$ cat config.mk
export PLATFORM = sky130hd
export DESIGN_NAME = sla_fetch_aligner
export DESIGN_NICKNAME = d
export VERILOG_FILES = /design/src/rtl/sla_pkg.sv /design/src/rtl/sla_addr_split.sv /design/src/rtl/sla_par_chk.sv /design/src/rtl/sla_rotator.sv /design/src/rtl/sla_fetch_aligner.sv
export SDC_FILE = /design/constraint.sdc
export NUM_CORES = 1
export LEC_CHECK = 0
export ABC_AREA = 0
export ABC_CLOCK_PERIOD_IN_PS = 7500
export BUFFER_PORTS_ARGS = -buffer_cell sky130_fd_sc_hd__buf_4
export CORE_AREA = 2 2 204 206
export DETAILED_ROUTE_END_ITERATION = 8
export DIE_AREA = 0 0 206 208
export PLACE_DENSITY = 0.75
export RECOVER_POWER = 100
export SKIP_LAST_GASP = 1
export SYNTH_ARGS = -nofsm -noshare
export SYNTH_HDL_FRONTEND = slang
export SYNTH_SLANG_ARGS = --single-unit
$ cat constraint.sdc
create_clock -name clk -period 7.5 [get_ports clk]
set_input_delay 1.5 -clock clk [delete_from_list [all_inputs] [get_ports clk]]
set_output_delay 1.5 -clock clk [all_outputs]
set_load 0.02 [all_outputs]
$ cat src/rtl/sla_pkg.sv
package sla_pkg;
    typedef enum logic [1:0] {
        ST_IDLE   = 2'd0,
        ST_LOOKUP = 2'd1,
        ST_RESP   = 2'd2
    } fsm_t;

    localparam logic [1:0] COH_INV = 2'b00;
    localparam logic [1:0] COH_SHR = 2'b01;
endpackage

$ cat src/rtl/sla_addr_split.sv
module sla_addr_split #(
    parameter int AW         = 32,
    parameter int LINE_BYTES = 32,
    parameter int IDX_W      = 7,
    localparam int HB_W      = $clog2(LINE_BYTES / 2),
    localparam int HAW       = AW - HB_W,
    localparam int LAW       = HAW - 1,
    localparam int TAG_W     = LAW - IDX_W
) (
    input  logic [AW-1:0]    addr,
    output logic [IDX_W-1:0] idx0,
    output logic             half0,
    output logic [TAG_W-1:0] tag0,
    output logic [LAW-1:0]   line0,
    output logic [IDX_W-1:0] idx1,
    output logic             half1,
    output logic [TAG_W-1:0] tag1,
    output logic [LAW-1:0]   line1
);
    logic [HAW-1:0] h0, h1;

    assign h0    = addr[AW-1:HB_W];
    assign h1    = h0 + 1'b1;
    assign half0 = h0[0];
    assign half1 = h1[0];
    assign line0 = h0[HAW-1:1];
    assign line1 = h1[HAW-1:1];
    assign idx0  = line0[IDX_W-1:0];
    assign idx1  = line1[IDX_W-1:0];
    assign tag0  = line0[LAW-1:IDX_W];
    assign tag1  = line1[LAW-1:IDX_W];
endmodule

$ cat src/rtl/sla_par_chk.sv
module sla_par_chk #(
    parameter int HALF_BYTES = 16,
    parameter int GRP_BYTES  = 8,
    localparam int NG        = HALF_BYTES / GRP_BYTES
) (
    input  logic [HALF_BYTES*8-1:0] data,
    input  logic [NG-1:0]           par,
    output logic                    bad
);
    logic [NG-1:0] grp_bad;

    for (genvar g = 0; g < NG; g++) begin : g_grp
        assign grp_bad[g] = (^data[g*GRP_BYTES*8 +: GRP_BYTES*8]) != par[g];
    end

    assign bad = |grp_bad;
endmodule

$ cat src/rtl/sla_rotator.sv
module sla_rotator #(
    parameter int HALF_BYTES = 16,
    localparam int SH_W      = $clog2(HALF_BYTES)
) (
    input  logic [HALF_BYTES*8-1:0] lo,
    input  logic [HALF_BYTES*8-1:0] hi,
    input  logic [SH_W-1:0]         sh,
    output logic [HALF_BYTES*8-1:0] win
);
    logic [2*HALF_BYTES*8-1:0] joined;
    assign joined = {hi, lo};

    for (genvar i = 0; i < HALF_BYTES; i++) begin : g_byte
        logic [SH_W:0] src;
        assign src = {1'b0, sh} + (SH_W+1)'(i);
        assign win[8*i +: 8] = joined[8*src +: 8];
    end
endmodule

$ cat src/rtl/sla_fetch_aligner.sv
module sla_fetch_aligner
    import sla_pkg::*;
#(
    parameter int AW         = 32,
    parameter int LINE_BYTES = 32,
    parameter int SETS       = 128,
    parameter int GRP_BYTES  = 8,
    localparam int HALF_BYTES = LINE_BYTES / 2,
    localparam int HB_W       = $clog2(HALF_BYTES),
    localparam int IDX_W      = $clog2(SETS),
    localparam int LAW        = AW - $clog2(LINE_BYTES),
    localparam int TAG_W      = LAW - IDX_W,
    localparam int NG         = HALF_BYTES / GRP_BYTES,
    localparam int DW         = HALF_BYTES * 8
) (
    input  logic             clk,
    input  logic             rst_n,
    input  logic             fetch_req,
    input  logic [AW-1:0]    fetch_addr,
    output logic             fetch_rdy,
    output logic [IDX_W-1:0] p0_index,
    output logic             p0_half,
    input  logic [TAG_W-1:0] p0_tag,
    input  logic [1:0]       p0_coh,
    input  logic [DW-1:0]    p0_data,
    input  logic [NG-1:0]    p0_par,
    output logic [IDX_W-1:0] p1_index,
    output logic             p1_half,
    input  logic [TAG_W-1:0] p1_tag,
    input  logic [1:0]       p1_coh,
    input  logic [DW-1:0]    p1_data,
    input  logic [NG-1:0]    p1_par,
    output logic             fetch_done,
    output logic             win_vld,
    output logic [DW-1:0]    win_data,
    output logic             miss0,
    output logic             miss1,
    output logic [LAW-1:0]   miss_line,
    output logic             par_err
);
    fsm_t            state_q, state_d;
    logic [AW-1:0]   addr_q;
    logic [TAG_W-1:0] tag0, tag1;
    logic [LAW-1:0]  line0, line1;
    logic            hit0, hit1, bad0, bad1;
    logic [DW-1:0]   rot_win;

    logic            m0_q, m1_q, err_q;
    logic [LAW-1:0]  ml_q;
    logic [DW-1:0]   win_q;

    sla_addr_split #(.AW(AW), .LINE_BYTES(LINE_BYTES), .IDX_W(IDX_W)) u_split (
        .addr(addr_q),
        .idx0(p0_index), .half0(p0_half), .tag0(tag0), .line0(line0),
        .idx1(p1_index), .half1(p1_half), .tag1(tag1), .line1(line1)
    );

    sla_par_chk #(.HALF_BYTES(HALF_BYTES), .GRP_BYTES(GRP_BYTES)) u_par0 (
        .data(p0_data), .par(p0_par), .bad(bad0)
    );

    sla_par_chk #(.HALF_BYTES(HALF_BYTES), .GRP_BYTES(GRP_BYTES)) u_par1 (
        .data(p1_data), .par(p1_par), .bad(bad1)
    );

    sla_rotator #(.HALF_BYTES(HALF_BYTES)) u_rot (
        .lo(p0_data), .hi(p1_data), .sh(addr_q[HB_W-1:0]), .win(rot_win)
    );

    assign hit0 = (p0_coh == COH_SHR) && (p0_tag == tag0);
    assign hit1 = (p1_coh == COH_SHR) && (p1_tag == tag1);

    // next-state logic
    always_comb begin
        state_d = state_q;
        unique case (state_q)
            ST_IDLE:   if (fetch_req) state_d = ST_LOOKUP;
            ST_LOOKUP: state_d = ST_RESP;
            ST_RESP:   state_d = ST_IDLE;
            default:   state_d = ST_IDLE;
        endcase
    end

    // state register and captured lookup result
    always_ff @(posedge clk or negedge rst_n) begin
        if (!rst_n) begin
            state_q <= ST_IDLE;
            addr_q  <= '0;
            m0_q    <= 1'b0;
            m1_q    <= 1'b0;
            err_q   <= 1'b0;
            ml_q    <= '0;
            win_q   <= '0;
        end else begin
            state_q <= state_d;
            if (state_q == ST_IDLE && fetch_req) addr_q <= fetch_addr;
            if (state_q == ST_LOOKUP) begin
                m0_q  <= !hit0;
                m1_q  <= !hit1;
                err_q <= hit0 && hit1 && (bad0 || bad1);
                ml_q  <= !hit0 ? line0 : (!hit1 ? line1 : '0);
                win_q <= rot_win;
            end
        end
    end

    // outputs
    always_comb begin
        fetch_rdy  = 1'b0;
        fetch_done = 1'b0;
        win_vld    = 1'b0;
        miss0      = 1'b0;
        miss1      = 1'b0;
        par_err    = 1'b0;
        miss_line  = '0;
        win_data   = win_q;
        unique case (state_q)
            ST_IDLE:   fetch_rdy = 1'b1;
            ST_LOOKUP: ;
            ST_RESP: begin
                fetch_done = 1'b1;
                miss0      = m0_q;
                miss1      = m1_q;
                par_err    = err_q;
                miss_line  = ml_q;
                win_vld    = !m0_q && !m1_q && !err_q;
            end
            default: ;
        endcase
    end


    port_seq_chk: assert property (@(posedge clk) disable iff (!rst_n)
        (state_q == ST_LOOKUP) |-> ({p1_index, p1_half} == {p0_index, p0_half} + 1'b1));


    done_lat_chk: assert property (@(posedge clk) disable iff (!rst_n)
        (fetch_req && fetch_rdy) |=> ##1 fetch_done);


    done_pulse_chk: assert property (@(posedge clk) disable iff (!rst_n)
        fetch_done |=> !fetch_done);


    miss_novld_chk: assert property (@(posedge clk) disable iff (!rst_n)
        (miss0 || miss1) |-> (!win_vld && fetch_done));


    perr_novld_chk: assert property (@(posedge clk) disable iff (!rst_n)
        par_err |-> !win_vld);


    busy_rdy_chk: assert property (@(posedge clk) disable iff (!rst_n)
        fetch_done |-> !fetch_rdy);


    addr_hold_chk: assert property (@(posedge clk) disable iff (!rst_n)
        (state_q == ST_LOOKUP) |=> $stable(addr_q));
endmodule

==> results.sh <==
export IMPL_crit_path_start_kind="flop"
export IMPL_grt_max_degree=148
export IMPL_dp_slack_ns=3.684
export IMPL_synth_cell_types=61
export IMPL_drc=0
export IMPL_hpwl_mm=70.09
export IMPL_max_slew_worst_pin_slew_ns=3.224
export IMPL_p_leak_nw=9.855
export IMPL_cap_violations=6
export IMPL_numCtsBuffers=17
export IMPL_violations="capacitance limit, slew limit"
export IMPL_ios=516
export IMPL_endpoint_kind="flop"
export IMPL_h_tree_depth=4
export IMPL_fin_crit_ns=5.523
export IMPL_die_area_um2=42850
export IMPL_ctsResizeCount=0
export IMPL_skew_ns=0.01413
export IMPL_finalCritPeriodShare_pct=73.64
export IMPL_status="complete, but fails checks"
export IMPL_synth_compound_gate_area_share_pct=13.77
export IMPL_grt_ovfl_total=0
export IMPL_start_util_pct=49.58
export IMPL_post_cts_buffers=0
export IMPL_rr_worst_depth=5
export IMPL_cts_buffer_depth=2
export IMPL_via_count=20400
export IMPL_dr_first_iter_drc_count=2725
export IMPL_core_area_um2=40550
export IMPL_yosys_register_bits=192
export IMPL_async_flop_share_pct=100.0
export IMPL_reg2reg_slack_ns=1.98
export IMPL_fmax_mhz=181.1
export IMPL_tns_ns=0
export IMPL_cp_max_fo=81
export IMPL_drt_total_wl_mm=88.82
export IMPL_synth_top_family_by_area="multiplexers"
export IMPL_finalSetupViolations=0
export IMPL_syn_num_nets=2632
export IMPL_drive_above_1_share_pct=25.83
export IMPL_synth_fa_ha_area_share_pct=0.06223
export IMPL_cts_hold_fix_buffers=0
export IMPL_areaGrowthSynthToFinish_pct=18.88
export IMPL_setup_slack_ns=1.977
export IMPL_nets=2975
export IMPL_synthesis_instances=2292
export IMPL_min_path_type="flop to flop"
export IMPL_whs_endpoint="win_data[65]"
export IMPL_antenna_found_initial=8
export IMPL_cp_arrival_ns=5.91
export IMPL_wire_per_inst_um=27.91
export IMPL_power_density_nw_per_um2=332.8
export IMPL_final_hold_violation_count=0
export IMPL_ir_drop_mv=0.2042
export IMPL_hp_start="win_data[65]"
export IMPL_io_buffers=515
export IMPL_die_h_um=208
export IMPL_place_gp_congestion=1.032
export IMPL_required_ns=7.88
export IMPL_clock_sinks=192
export IMPL_ys_warnings_count=0
export IMPL_drtAntennaViolNets=0
export IMPL_syn_area_per_cell_um2=8.772
export IMPL_hold_path_depth=2
export IMPL_die_w_um=206
export IMPL_yosysSeqAreaShare_pct=23.90
export IMPL_worstSetupPathType="flop to flop"
export IMPL_synthSimpleGateAreaFrac_pct=15.84
export IMPL_synth_cell_area_um2=20110
export IMPL_slew_violations=409
export IMPL_tritoncts="yes"
export IMPL_synthXorXnorAreaFrac_pct=13.68
export IMPL_timing_rr_end="win_data[63]"
export IMPL_slew_headroom_pct=-114.9
export IMPL_clk_pin_slew_ns=0.08
export IMPL_synth_ff_type="dfrtp_1"
export IMPL_grt_usage_pct=40.53
export IMPL_r2r_start="state_q[1]"
export IMPL_grt_pass1_vias=19650
export IMPL_whs_ns=0.4821
export IMPL_synth_edf_count=0
export IMPL_rsz0062_at_grt="false"
export IMPL_cts_root_buf="clkbuf_16"
export IMPL_drt_pass1_iter_count=5
export IMPL_insertion_delay_ns=0.47
export IMPL_std_cell_rows=74
export IMPL_synthMuxAreaShare_pct=28.05
export IMPL_grt_pass1_wl_mm=127.6
export IMPL_viasPerCell=6.411
routing by layer:
| layer | GRT usage (%) | share of wire [%] | vias to the layer above |
|---|---|---|---|
| met2 | 64.61 | 46 | 1407 |
| met4 | 20.22 | 5.7 | 4 |
| li1 | - | - | 8875 |
| met5 | 0 | 0.030 | - |
| met1 | 53.03 | 38 | 9860 |
| met3 | 6.798 | 10 | 253 |
cell usage in the layout, fill, tap and decap left out, drive strengths merged, types with 5 or more instances in the layout:
| cell | instances |
|---|---|
| mux2 | 129 |
| and2 | 60 |
| buf | 378 |
| xnor2 | 263 |
| o21bai | 6 |
| and3 | 14 |
| clkinv | 7 |
| dfrtp | 192 |
| o211ai | 35 |
| nand4 | 17 |
| inv | 13 |
| mux2i | 191 |
| nor3b | 6 |
| a31o | 20 |
| or2 | 28 |
| nor3 | 33 |
| clkbuf | 174 |
| nor2b | 17 |
| a21oi | 129 |
| o311ai | 27 |
| nand3 | 29 |
| nor4 | 13 |
| a211oi | 27 |
| o21ai | 192 |
| mux4 | 101 |
| xor2 | 51 |
| nand2 | 271 |
| o21a | 5 |
| o31ai | 8 |
| nor2 | 171 |
per-stage QoR:
step	power [W]	instances	instance area, µm²	utilization [%]
6_report	0.007955	3182	23900	58.94
5_1_grt	0.008287	3180	23900	58.93
4_1_cts	0.008143	3180	24510	60.43
3_5_place_dp	0.007215	3148	23930	59.01
3_3_place_gp	0.007164	3148	23930	59.01
2_1_floorplan	0.005128	2292	20110	-
power breakdown:
| part | switching, W | internal, W |
|---|---|---|
| Clock | 0.000456 | 0.000470 |
| Combinational | 0.00310 | 0.00189 |
| Sequential | 0.000553 | 0.00148 |
| Total | 0.00411 | 0.00385 |
area by class of cell:
class                           count  area [µm²]
Fill cell                        3794       16650
Multi-Input combinational cell   1882       14340
Sequential cell                   192        4813
Timing Repair Buffer              534        3463
Tap cell                          532       665.6
Clock buffer                       18       429.2
Clock inverter                     14       146.4
Inverter                            8       43.79
Antenna cell                        2       5.005
logic make-up (layout without fill, tap and decap cells):
group	count (synthesis)	count (layout)
buffers and inverters	218	574
muxes	421	421
AOI/OAI and AO/OA	466	466
adders and majority gates	1	1
DFF	192	192
xor gates and xnor gates	314	314
and+or+nand+nor	680	680
other	0	2
worst max path at each step:
stage / endpoint / slack, ns / depth (start not counted) / from
3_3_place_gp: ml_q[16] / 3.66 / 10 / p0_tag[14]
5_1_grt: win_data[63] / 1.74 / 5 / state_q[1]
2_1_floorplan: ml_q[23] / 4.16 / 8 / p0_tag[19]
4_1_cts: win_data[65] / 3.78 / 6 / addr_q[1]
6_report: win_data[63] / 1.98 / 5 / state_q[1]
3_5_place_dp: ml_q[23] / 3.68 / 9 / p0_tag[19]
critical path, stage by stage (launching register included):
cell and delay (ns):
dfrtp_1 0.39, nand2b_1 1.67, clkinv_1 0.24, clkbuf_1 2.13, o211ai_1 0.77, nand2_1 0.21
flip-flops by register name, summed over array words and instances, names as in the netlist:
name      flops
m1_q          1
m0_q          1
state_q       2
addr_q       32
err_q         1
ml_q         27
win_data    128
cells in the mapped netlist (all sizes together) (28+ instances only):
| cell type | number | area, µm² |
|---|---|---|
| a21oi | 129 | 645.6 |
| mux2i | 191 | 1912 |
| o21ai | 192 | 960.9 |
| clkbuf | 133 | 500.5 |
| buf | 77 | 414.2 |
| dfrtp | 192 | 4805 |
| xor2 | 51 | 446.7 |
| nand2 | 271 | 1020 |
| nor3 | 33 | 175.2 |
| o211ai | 35 | 262.8 |
| mux4 | 101 | 2275 |
| mux2 | 129 | 1453 |
| xnor2 | 263 | 2303 |
| and2 | 60 | 375.4 |
| nand3 | 29 | 145.1 |
| or2 | 28 | 175.2 |
| nor2 | 171 | 641.9 |
(Power assumes the default switching activity.)
